$ cat src/rtl/rgbt_pkg.sv
package rgbt_pkg;

    // Launch edge selection for the pin-facing strobes
    typedef enum logic {
        EDGE_RISE = 1'b0,
        EDGE_FALL = 1'b1
    } launch_edge_e;

    // Asserted-sense strobe bundle carried between stages
    typedef struct packed {
        logic hs;
        logic vs;
        logic de;
    } strobe_t;

    // Converts an asserted flag into a pin level
    function automatic logic pin_level(input logic asserted, input logic active_high);
        return active_high ? asserted : ~asserted;
    endfunction

endpackage

$ cat src/rtl/rgbt_axis_cnt.sv
// One axis position counter: wraps at total-1, advances when adv is set.
module rgbt_axis_cnt #(
    parameter int W = 12
) (
    input  logic         clk,
    input  logic         rst,
    input  logic         run,
    input  logic         adv,
    input  logic [W-1:0] total,
    output logic [W-1:0] pos,
    output logic         wrap
);
    localparam logic [W-1:0] ONE = W'(1);

    assign wrap = adv && (pos == total - ONE);

    always_ff @(posedge clk) begin
        if (rst || !run) begin
            pos <= '0;
        end else if (adv) begin
            pos <= wrap ? '0 : pos + ONE;
        end
    end

    a_r1_idle_zero: assert property (@(posedge clk) disable iff (rst)
        !run |=> pos == '0);
    a_r2_wrap_to_zero: assert property (@(posedge clk) disable iff (rst)
        (run && wrap) |=> pos == '0);
    a_r2_step_one: assert property (@(posedge clk) disable iff (rst)
        (run && adv && !wrap) |=> pos == $past(pos) + ONE);
    a_r3_hold_without_adv: assert property (@(posedge clk) disable iff (rst)
        (run && !adv) |=> pos == $past(pos));

endmodule

$ cat src/rtl/rgbt_window.sv
// Decodes one axis position into sync, visible-window and offset terms.
module rgbt_window #(
    parameter int W = 12
) (
    input  logic [W-1:0] pos,
    input  logic [W-1:0] sync_w,
    input  logic [W-1:0] start,
    input  logic [W-1:0] len,
    output logic         in_sync,
    output logic         in_act,
    output logic [W-1:0] offset
);
    localparam int EW = W + 1;

    logic [EW-1:0] stop;

    always_comb begin
        stop    = {1'b0, start} + {1'b0, len};
        in_sync = pos < sync_w;
        in_act  = (pos >= start) && ({1'b0, pos} < stop);
        offset  = in_act ? (pos - start) : '0;
    end

endmodule

$ cat src/rtl/rgbt_out_stage.sv
// Registers strobes and coordinates, applies launch edge and polarity,
// and keeps the frame flag and the live base address.
module rgbt_out_stage
    import rgbt_pkg::*;
#(
    parameter int HW = 12,
    parameter int VW = 12,
    parameter int AW = 32
) (
    input  logic          clk,
    input  logic          rst,
    input  logic          run,
    input  logic          sync_on,
    input  logic          neg_launch,
    input  logic          hs_pol,
    input  logic          vs_pol,
    input  logic          de_pol,
    input  logic          h_sync,
    input  logic          v_sync,
    input  logic          h_act,
    input  logic          v_act,
    input  logic [HW-1:0] h_off,
    input  logic [VW-1:0] v_off,
    input  logic          frame_start,
    input  logic          irq_clr,
    input  logic [AW-1:0] next_base,
    output logic          hsync,
    output logic          vsync,
    output logic          de,
    output logic [HW-1:0] px_x,
    output logic [VW-1:0] ln_y,
    output logic          frame_irq,
    output logic [AW-1:0] cur_base
);
    strobe_t       rise_q, fall_q, pick;
    logic [HW-1:0] px_rise, px_fall, px_pick;
    logic [VW-1:0] ln_rise, ln_fall, ln_pick;
    logic          vis;
    launch_edge_e  edge_sel;

    assign vis      = run && h_act && v_act;
    assign edge_sel = launch_edge_e'(neg_launch);

    // Rising-edge capture of the decoded position
    always_ff @(posedge clk) begin
        if (rst || !run) begin
            rise_q  <= '0;
            px_rise <= '0;
            ln_rise <= '0;
        end else begin
            rise_q.hs <= sync_on && h_sync;
            rise_q.vs <= sync_on && v_sync;
            rise_q.de <= vis;
            px_rise   <= vis ? h_off : '0;
            ln_rise   <= vis ? v_off : '0;
        end
    end

    // Half-cycle retimed copy for falling-edge launch
    always_ff @(negedge clk) begin
        if (rst) begin
            fall_q  <= '0;
            px_fall <= '0;
            ln_fall <= '0;
        end else begin
            fall_q  <= rise_q;
            px_fall <= px_rise;
            ln_fall <= ln_rise;
        end
    end

    always_comb begin
        if (edge_sel == EDGE_FALL) begin
            pick    = fall_q;
            px_pick = px_fall;
            ln_pick = ln_fall;
        end else begin
            pick    = rise_q;
            px_pick = px_rise;
            ln_pick = ln_rise;
        end
    end

    assign hsync = pin_level(pick.hs, hs_pol);
    assign vsync = pin_level(pick.vs, vs_pol);
    assign de    = pin_level(pick.de, de_pol);
    assign px_x  = px_pick;
    assign ln_y  = ln_pick;

    // Frame flag (set wins over clear) and live base swap
    always_ff @(posedge clk) begin
        if (rst) begin
            frame_irq <= 1'b0;
            cur_base  <= '0;
        end else begin
            if (frame_start) begin
                frame_irq <= 1'b1;
                cur_base  <= next_base;
            end else if (irq_clr) begin
                frame_irq <= 1'b0;
            end
        end
    end

    a_r8_flag_set: assert property (@(posedge clk) disable iff (rst)
        frame_start |=> frame_irq);
    a_r8_flag_clear: assert property (@(posedge clk) disable iff (rst)
        (!frame_start && irq_clr) |=> !frame_irq);
    a_r9_base_load: assert property (@(posedge clk) disable iff (rst)
        frame_start |=> cur_base == $past(next_base));
    a_r9_base_hold: assert property (@(posedge clk) disable iff (rst)
        !frame_start |=> $stable(cur_base));
    a_r7_sync_gate: assert property (@(posedge clk) disable iff (rst)
        !sync_on |=> (!rise_q.hs && !rise_q.vs));
    a_r1_idle_strobes: assert property (@(posedge clk) disable iff (rst)
        !run |=> (rise_q == '0 && px_rise == '0 && ln_rise == '0));

endmodule

$ cat src/rtl/rgb_timing_gen.sv
module rgb_timing_gen #(
    parameter int HW = 12,
    parameter int VW = 12,
    parameter int AW = 32
) (
    input  logic          clk,
    input  logic          rst,
    input  logic          run,
    input  logic          sync_on,
    input  logic          neg_launch,
    input  logic          hs_pol,
    input  logic          vs_pol,
    input  logic          de_pol,
    input  logic [HW-1:0] h_total,
    input  logic [HW-1:0] h_sync_w,
    input  logic [HW-1:0] h_wait,
    input  logic [HW-1:0] h_active,
    input  logic [VW-1:0] v_total,
    input  logic [VW-1:0] v_sync_w,
    input  logic [VW-1:0] v_wait,
    input  logic [VW-1:0] v_active,
    input  logic          irq_clr,
    input  logic [AW-1:0] next_base,
    output logic          hsync,
    output logic          vsync,
    output logic          de,
    output logic [HW-1:0] px_x,
    output logic [VW-1:0] ln_y,
    output logic          frame_irq,
    output logic [AW-1:0] cur_base
);
    logic [HW-1:0] h_pos, h_off;
    logic [VW-1:0] v_pos, v_off;
    logic          h_wrap, v_wrap;
    logic          h_sync, v_sync, h_act, v_act;
    logic          frame_start;

    rgbt_axis_cnt #(.W(HW)) u_hcnt (
        .clk   (clk),
        .rst   (rst),
        .run   (run),
        .adv   (1'b1),
        .total (h_total),
        .pos   (h_pos),
        .wrap  (h_wrap)
    );

    rgbt_axis_cnt #(.W(VW)) u_vcnt (
        .clk   (clk),
        .rst   (rst),
        .run   (run),
        .adv   (h_wrap),
        .total (v_total),
        .pos   (v_pos),
        .wrap  (v_wrap)
    );

    rgbt_window #(.W(HW)) u_hwin (
        .pos     (h_pos),
        .sync_w  (h_sync_w),
        .start   (h_wait),
        .len     (h_active),
        .in_sync (h_sync),
        .in_act  (h_act),
        .offset  (h_off)
    );

    rgbt_window #(.W(VW)) u_vwin (
        .pos     (v_pos),
        .sync_w  (v_sync_w),
        .start   (v_wait),
        .len     (v_active),
        .in_sync (v_sync),
        .in_act  (v_act),
        .offset  (v_off)
    );

    assign frame_start = run && (h_pos == '0) && (v_pos == '0);

    rgbt_out_stage #(.HW(HW), .VW(VW), .AW(AW)) u_out (
        .clk         (clk),
        .rst         (rst),
        .run         (run),
        .sync_on     (sync_on),
        .neg_launch  (neg_launch),
        .hs_pol      (hs_pol),
        .vs_pol      (vs_pol),
        .de_pol      (de_pol),
        .h_sync      (h_sync),
        .v_sync      (v_sync),
        .h_act       (h_act),
        .v_act       (v_act),
        .h_off       (h_off),
        .v_off       (v_off),
        .frame_start (frame_start),
        .irq_clr     (irq_clr),
        .next_base   (next_base),
        .hsync       (hsync),
        .vsync       (vsync),
        .de          (de),
        .px_x        (px_x),
        .ln_y        (ln_y),
        .frame_irq   (frame_irq),
        .cur_base    (cur_base)
    );

    // the vertical position only moves on the last clock of a line
    a_r3_line_step: assert property (@(posedge clk) disable iff (rst)
        (run && !h_wrap) |=> v_pos == $past(v_pos));

endmodule

$ cat config.mk
export PLATFORM = sky130hd
export DESIGN_NAME = rgb_timing_gen
export DESIGN_NICKNAME = d
export VERILOG_FILES = /design/src/rtl/rgbt_pkg.sv /design/src/rtl/rgbt_axis_cnt.sv /design/src/rtl/rgbt_window.sv /design/src/rtl/rgbt_out_stage.sv /design/src/rtl/rgb_timing_gen.sv
export SDC_FILE = /design/constraint.sdc
export NUM_CORES = 1
export LEC_CHECK = 0
export BUFFER_PORTS_ARGS = -buffer_cell sky130_fd_sc_hd__buf_2
export CORE_UTILIZATION = 59
export DETAILED_ROUTE_END_ITERATION = 8
export HOLD_SLACK_MARGIN = 0.05
export PLACE_DENSITY = 0.92
export SKIP_CTS_REPAIR_TIMING = 1
export SLEW_MARGIN = 20
export SYNTH_ARGS = -nofsm -noshare
export SYNTH_HDL_FRONTEND = slang
export SYNTH_SLANG_ARGS = --single-unit
$ cat constraint.sdc
create_clock -name clk -period 6.68 [get_ports clk]
set_clock_uncertainty 0.2 [all_clocks]
set_input_delay 0.334 -clock clk [delete_from_list [all_inputs] [get_ports clk]]
set_output_delay 0.334 -clock clk [all_outputs]
set_load 0.03 [all_outputs]
==> summary.md, run 1 <==
| Metric | Value |
|---|---|
| Status | finished clean |
| FF+latch area | about 0.0022 mm2 |
| Worst Setup End Kind | primary output |
| Clock slew at reported path FFs | 80 ps |
| EDFF count, synth | 0 |
| Req. time, crit path | between 6000 and 7000 ps |
| List of most frequent post-synthesis cells | 111 x dfxtp_1, 98 x ha_1, 88 x nor2_1 |
| Largest net degree at the start of global routing | 36 |
| Buf+Inv Stages, Crit Path | 1 |
| Net Sw Frac | 0.310 |
| Ranking of synthesized cells by area | dfxtp_1 27%, ha_1 15%, xor2_1 5.1%, mux2i_1 4.4%, nor2_1 4.1% |
| Drt drc | 0 |
| Initial antenna violation count | 0 |
| Vias per std cell | roughly 5.8 |
| Prevailing post-synth register cell | dfxtp_1 |
| Count leader, synth | dfxtp_1 |
| Antenna Nets Post-Route | 0 |
| CTS Buffer Depth | 2 |
| Core box area | 0.0133 mm2 |
| Hold Violations, Final | 0 |
| Net count after synthesis | approximately 1.2k |
| Footprint of the multi-input gates | 0.00547 mm2 |
| Crit-path slowest cell | dfxtp_1 |
| Seq/Total Area, Yosys | 0.274 |
| P_leak | roughly 0.005 uW |
| Post-DR wirelength/cell | 15.6 um |
| Post-synth top area share | 0.274 |
| Slew at the pin closest to its max-slew limit | 961 ps |
| Internal | between 1000 and 1500 uW |
| FILL cells | around 980 |
| Starting Density | 0.608 |
| Row count | 42 |
| Async SR Flop Fraction | 0 |
| Vias in the first global route | roughly 7.3k |
| Combinational share of power | 0.217 |
| CTS buffer count | 9 |
| Post-Synthesis Cells | about 940 |
| Syn_area_per_cell | between 8 and 9 um2 |
| Mapped Area | between 0.008 and 0.009 mm2 |
| First-pass GRT wire length | roughly 33,000 um |
| Crit Path Max Fanout | 1 |
| Setup Viol. Count Final | 0 |
| TNS Setup | 0 ps |
| Total grt overflow | 0 |
| Total I/O pin count | around 200 |
| Yosys cell types | 74 |
| Total inserted antenna cells | 0 |
| Worst-skew pair later-pin latency | 340 ps |
| Die width | between 100 and 150 um |
| CP Data Arrival Time | around 4700 ps |
| Layout area overhead | 19.3% |
| Nets@finish | roughly 1.4k |
| CP Launch Type | register |
| Largest area contributor in the netlist | dfxtp_1 |
| Relative slew slack | 0.357 |
| Total power draw | approximately 1700 uW |
| Initial DRC count | 392 |
| Maximum vdd drop | 0.000135 V |
| Total Routing Usage GR | 0.287 |
| CP peak stage delay | 330 ps |
| FF-to-FF path depth | 1 |
| TritonRoute pass-1 iters | 4 |
| RSZ-0062 raised after global routing | no |
| Yosys warning count | 0 |
| CTS HTree Levels | 3 |
| CTS root buf | clkbuf_16 |
| Flop pwr share | 0.410 |
| Power share of the clock group | 0.373 |
| DPL Wire Length | about 16,000 um |
| Synth Register Bits | 111 |
| IO Port Bufs | around 200 |
| Die ar. | between 0.01 and 0.015 mm2 |
| Total Wirelength | ~21,000 um |
| CP Cell Sequence | mux2i_1 > xor2_1 > buf_2 |
| Clk sinks | roughly 110 |
| Max Cap Viol | 0 |
| Switching power | approximately 520 uW |
| Hold WC Path Type | in2reg |
| Critical path's top delay family | flip-flops |
| Slew Viols, Final | 0 |
| Die height | between 100 and 150 um |
| Total number of vias | ~7.7k |
| CTS tree | done |
| Layout cells sized above 1 | 0.219 |
| Stages on worst setup path | 3 |
| Depth of the worst hold-timing path | 3 |
| Kind of critical path | reg2out |
| Pwr/cell area | roughly 170 mW/mm2 |
| Gpl congestion | 0.899 |
==> power by group through the flow <==
stage | sequential (uW) | clock (uW) | combinational (uW)
2_1_floorplan | 725 | 25.6 | 217
6_report | 686 | 625 | 364
5_1_grt | 687 | 674 | 402
3_5_place_dp | 699 | 25.6 | 356
3_3_place_gp | 698 | 25.6 | 345
4_1_cts | 686 | 626 | 358
==> registers in the layout (all words and copies together), names as in the netlist <==
register,count
u_out.ln_fall,12
u_out.frame_irq,1
u_out.cur_base,32
u_out.ln_rise,12
u_vcnt.pos,12
u_out.px_fall,12
u_out.fall_q,3
u_hcnt.pos,12
u_out.rise_q,3
u_out.px_rise,12
==> final timing paths <==
path                                                        to                         start  slack [ps]
worst max register to register     u_out.ln_fall[2]$_SDFF_NP0_   u_out.ln_rise[2]$_SDFF_PP0_        2570
worst max-delay path                                     vsync    u_out.fall_q[1]$_SDFF_NP0_        1430
worst min-delay path            u_out.cur_base[3]$_SDFFE_PP0P_                  next_base[3]          20
worst min register to register    u_out.frame_irq$_SDFFE_PP0P_  u_out.frame_irq$_SDFFE_PP0P_         290
==> layer usage <==
layer,global-route usage,vias to the layer above,routed length (um)
met3,0.0254,51,955
li1,-,3787,-
met4,0.115,0,677
met2,0.514,271,10400
met1,0.351,3583,8820
met5,0,-,0
==> stage by stage <==
stage               cells  instance area (um2)  worst slack [ps]  utilization  hold WS, ps
finish               1334                 9670              1430        0.725         21.3
global route         1334                 9670              1370        0.725         50.9
CTS                  1330                 9620              1490        0.721         20.2
detailed placement   1289                 9220              1900        0.690          274
global placement     1289                 9220              2020        0.690          263
floorplan             944                 8110              1870            -          277
==> kinds of logic (layout without fill, tap and decap cells) <==
family          after synthesis  in the layout  synth area share
simple gates                307            307             0.200
compound gates              183            183             0.156
flops                       111            111             0.274
buf+inv                     110            324            0.0523
fa+ha+maj                   102            102             0.161
xor+xnor                     71             71            0.0785
mux                          60             60            0.0777
==> worst min-delay path: stages <==
cell and delay [ps]:
buf_2 70, mux2i_1 50, nor2_1 70
==> layout by cell type, fill, tap and decap left out, types with 5 or more instances in the layout <==
cell and n:
xor2_1 47, nand4_1 20, nand3_1 23, dfxtp_1 111, clkbuf_16 10, nor3_1 23
o21a_1 7, or2_2 6, or4_1 7, ha_1 98, buf_2 196, o31ai_1 6
a31oi_1 9, nand2b_1 16, xnor2_1 23, o211ai_1 6, nand2_1 32, nor2_1 87
a21o_1 20, a21oi_1 43, a22oi_1 6, mux2_2 24, o22ai_1 7, inv_1 107
nor4_1 7, or3_1 9, o21ai_0 32, and3_1 14, nor2b_1 41, a211o_1 5
mux2i_1 36
==> final cells by class <==
class	instances	share of cell area
clock inverters	32	0.0167
clock buffers	10	0.0259
repair buffers	202	0.108
multi-input cells	723	0.566
well taps	176	0.0228
inverters	80	0.0310
flip-flops and latches	111	0.230
(Power assumes the default switching activity.)
==> run 2: changes to the inputs <==
Settings changed: CORE_UTILIZATION 59 to 55, PLACE_DENSITY 0.92 to 0.87.
Clock period 6.68 ns to 5.1 ns, I/O delays scaled along.
==> run 2 against run 1 <==
- the run now ends with design-rule violations left
- critical path type unchanged
- non-clock buffer count grew 30
- clock power up 26%
- core utilization decreased by 3.5 points
- cell area grew 3.2%
- clock-buffer cell count fell by 1
- sequential power grew 31%
- die area is 7.1% higher
- wire length is 7.7% higher
- critical path depth unchanged
- register-to-register slack got worse by 780 ps
- global-route usage fell by 2.4 points
==> summary.md, run 2 (synthesis gave the netlist of run 1 again) <==
| Metric | Value |
|---|---|
| Kind of critical path | reg2out (unchanged) |
| CP Data Arrival Time | 3790 ps (was 4710 ps) |
| Total Wirelength | 22,400 um (was 20,800 um) |
| Met2 WL | 11,400 um (was 10,400 um) |
| Layout area overhead | 23.1% (was 19.3%) |
| Worst-skew pair later-pin latency | 350 ps (was 340 ps) |
| Status | finished, violations left (was finished clean) |
| Hold Violations, Final | 0 (unchanged) |
| Internal | 1480 uW (was 1160 uW) |
| Failing checks | design-rule violations |
| Slew Viols, Final | 0 (unchanged) |
| CTS root buf | clkbuf_16 (unchanged) |
| Initial DRC count | 422 (was 392) |
| First-pass GRT wire length | 31,900 um (was 33,400 um) |
| Starting Density | 0.560 (was 0.608) |
| Vias in the first global route | 6,948 (was 7,325) |
| Post-DR wirelength/cell | 16.3 um (was 15.6 um) |
| Slew at the pin closest to its max-slew limit | 861 ps (was 961 ps) |
| Total number of vias | 7,876 (was 7,692) |
| Reg with most FFs | u_out.cur_base (unchanged) |
| IO Port Bufs | 196 (unchanged) |
| Total grt overflow | 0 (unchanged) |
| Wire length on met1 | 9090 um (was 8820 um) |
| CP Launch Type | register (unchanged) |
| DR WL met3 | 1110 um (was 955 um) |
| Relative slew slack | 0.424 (was 0.357) |
| Hold WC Path Type | in2reg (unchanged) |
| Total Routing Usage GR | 0.263 (was 0.287) |
| CTS Buffer Depth | 2 (unchanged) |
| Crit Path Max Fanout | 1 (unchanged) |
| Gpl congestion | 0.929 (was 0.899) |
| Combinational share of power | 0.230 (was 0.217) |
| DPL Wire Length | 15,900 um (was 16,100 um) |
| Clk sinks | 111 (unchanged) |
| Most frequent cells in the layout | 196 x buf_2, 111 x dfxtp_1, 107 x inv_1 (unchanged) |
| Row count | 44 (was 42) |
| Vias per std cell | 5.73 (was 5.77) |
| Power share of the clock group | 0.359 (was 0.373) |
| Largest net degree at the start of global routing | 36 (unchanged) |
| Layout cells sized above 1 | 0.214 (was 0.219) |
| Placed insts | 1,297 (was 1,289) |
| Core box area | 0.0145 mm2 (was 0.0133 mm2) |
| Net Sw Frac | 0.322 (was 0.310) |
| Die height | 123 um (was 119 um) |
| Req. time, crit path | 4640 ps (was 6150 ps) |
| Initial antenna violation count | 2 (was 0) |
| Clock slew at reported path FFs | 80 ps (about the same) |
| Nets@finish | 1,423 (was 1,393) |
| CP peak stage delay | 290 ps (was 330 ps) |
| Pre-CTS setup slack | 1160 ps (was 1900 ps) |
| Drt drc | 1 (was 0) |
| Flop pwr share | 0.412 (was 0.410) |
| CTS tree | done (unchanged) |
| TritonRoute pass-1 iters | 7 (was 4) |
| Crit-path slowest cell | dfxtp_1 (unchanged) |
| TNS Setup | 0 ps (unchanged) |
| CP Cell Sequence | mux2i_1 > xor2_1 > buf_2 (unchanged) |
| P_leak | 0.00505 uW (was 0.00494 uW) |
| Total I/O pin count | 197 (unchanged) |
| Switching power | 705 uW (was 520 uW) |
| Maximum vdd drop | 0.000172 V (was 0.000135 V) |
| Post-Route Utilization | 0.690 (was 0.725) |
| Max reg flops | 32 (unchanged) |
| Most common cell after layout, fill and taps aside | buf_2 (unchanged) |
| PnR worst setup slack | 860 ps (was 1430 ps) |
| CTS HTree Levels | 3 (unchanged) |
| Pwr/cell area | 219 mW/mm2 (was 173 mW/mm2) |
| Max Cap Viol | 0 (unchanged) |
| Non-filler cells, final | 1,375 (was 1,334) |
| Total power draw | 2190 uW (was 1680 uW) |
| Antenna Nets Post-Route | 0 (unchanged) |
| Worst Setup End Kind | primary output (unchanged) |
| Setup Viol. Count Final | 0 (unchanged) |
| Die width | 123 um (was 119 um) |
| RSZ-0062 raised after global routing | no (unchanged) |
| Highest routing layer actually used | met4 (unchanged) |
| CTS buffer count | 9 (unchanged) |
| Die ar. | 0.0152 mm2 (was 0.0142 mm2) |
## run 2: path summary, 6_finish.rpt
kind	from	end	slack (ps)	cells past startpoint
worst min register to register	u_out.frame_irq$_SDFFE_PP0P_	u_out.frame_irq$_SDFFE_PP0P_	290	2
worst max-delay path	u_out.fall_q[0]$_SDFF_NP0_	de	860	3
worst min-delay path	sync_on	u_out.rise_q[1]$_SDFF_PP0_	80	4
worst max register to register	u_out.ln_rise[10]$_SDFF_PP0_	u_out.ln_fall[10]$_SDFF_NP0_	1790	1
## run 2: power groups by stage
stage	clock (uW)	combinational (uW)	sequential, uW
after CTS	788	470	898
final	785	502	900
after floorplan	33.6	284	950
after detailed placement	33.6	468	916
after global placement	33.6	456	915
after global routing	847	556	902
## run 2: worst max-delay path, delay by kind of cell, from the launching register on
| family | cells | cell delay (ps) |
|---|---|---|
| xor+xnor | 1 | 150 |
| mux | 1 | 190 |
| buf+inv | 1 | 210 |
| flops | 1 | 290 |
## run 2: final cells by class
| class | count | area [um2] |
|---|---|---|
| Clock buffer | 9 | 225 |
| Clock inverter | 34 | 178 |
| Antenna cell | 2 | 5.00 |
| Tap cell | 184 | 230 |
| Inverter | 80 | 300 |
| Fill cell | 1117 | 4490 |
| Multi-Input combinational cell | 723 | 5470 |
| Timing Repair Buffer | 232 | 1350 |
| Sequential cell | 111 | 2220 |
## run 2: metal layers
metal	vias up	global-route usage
met5	-	0
met4	0	0.133
met3	68	0.0254
met2	261	0.454
met1	3679	0.324
li1	3868	-
## run 2: metrics by stage
step | hold WS (ps) | instance area, um2
5_1_grt | 92.4 | 9990
4_1_cts | -64.2 | 9620
3_5_place_dp | 272 | 9230
2_1_floorplan | 202 | 8110
6_report | 82.0 | 9990
3_3_place_gp | 265 | 9230
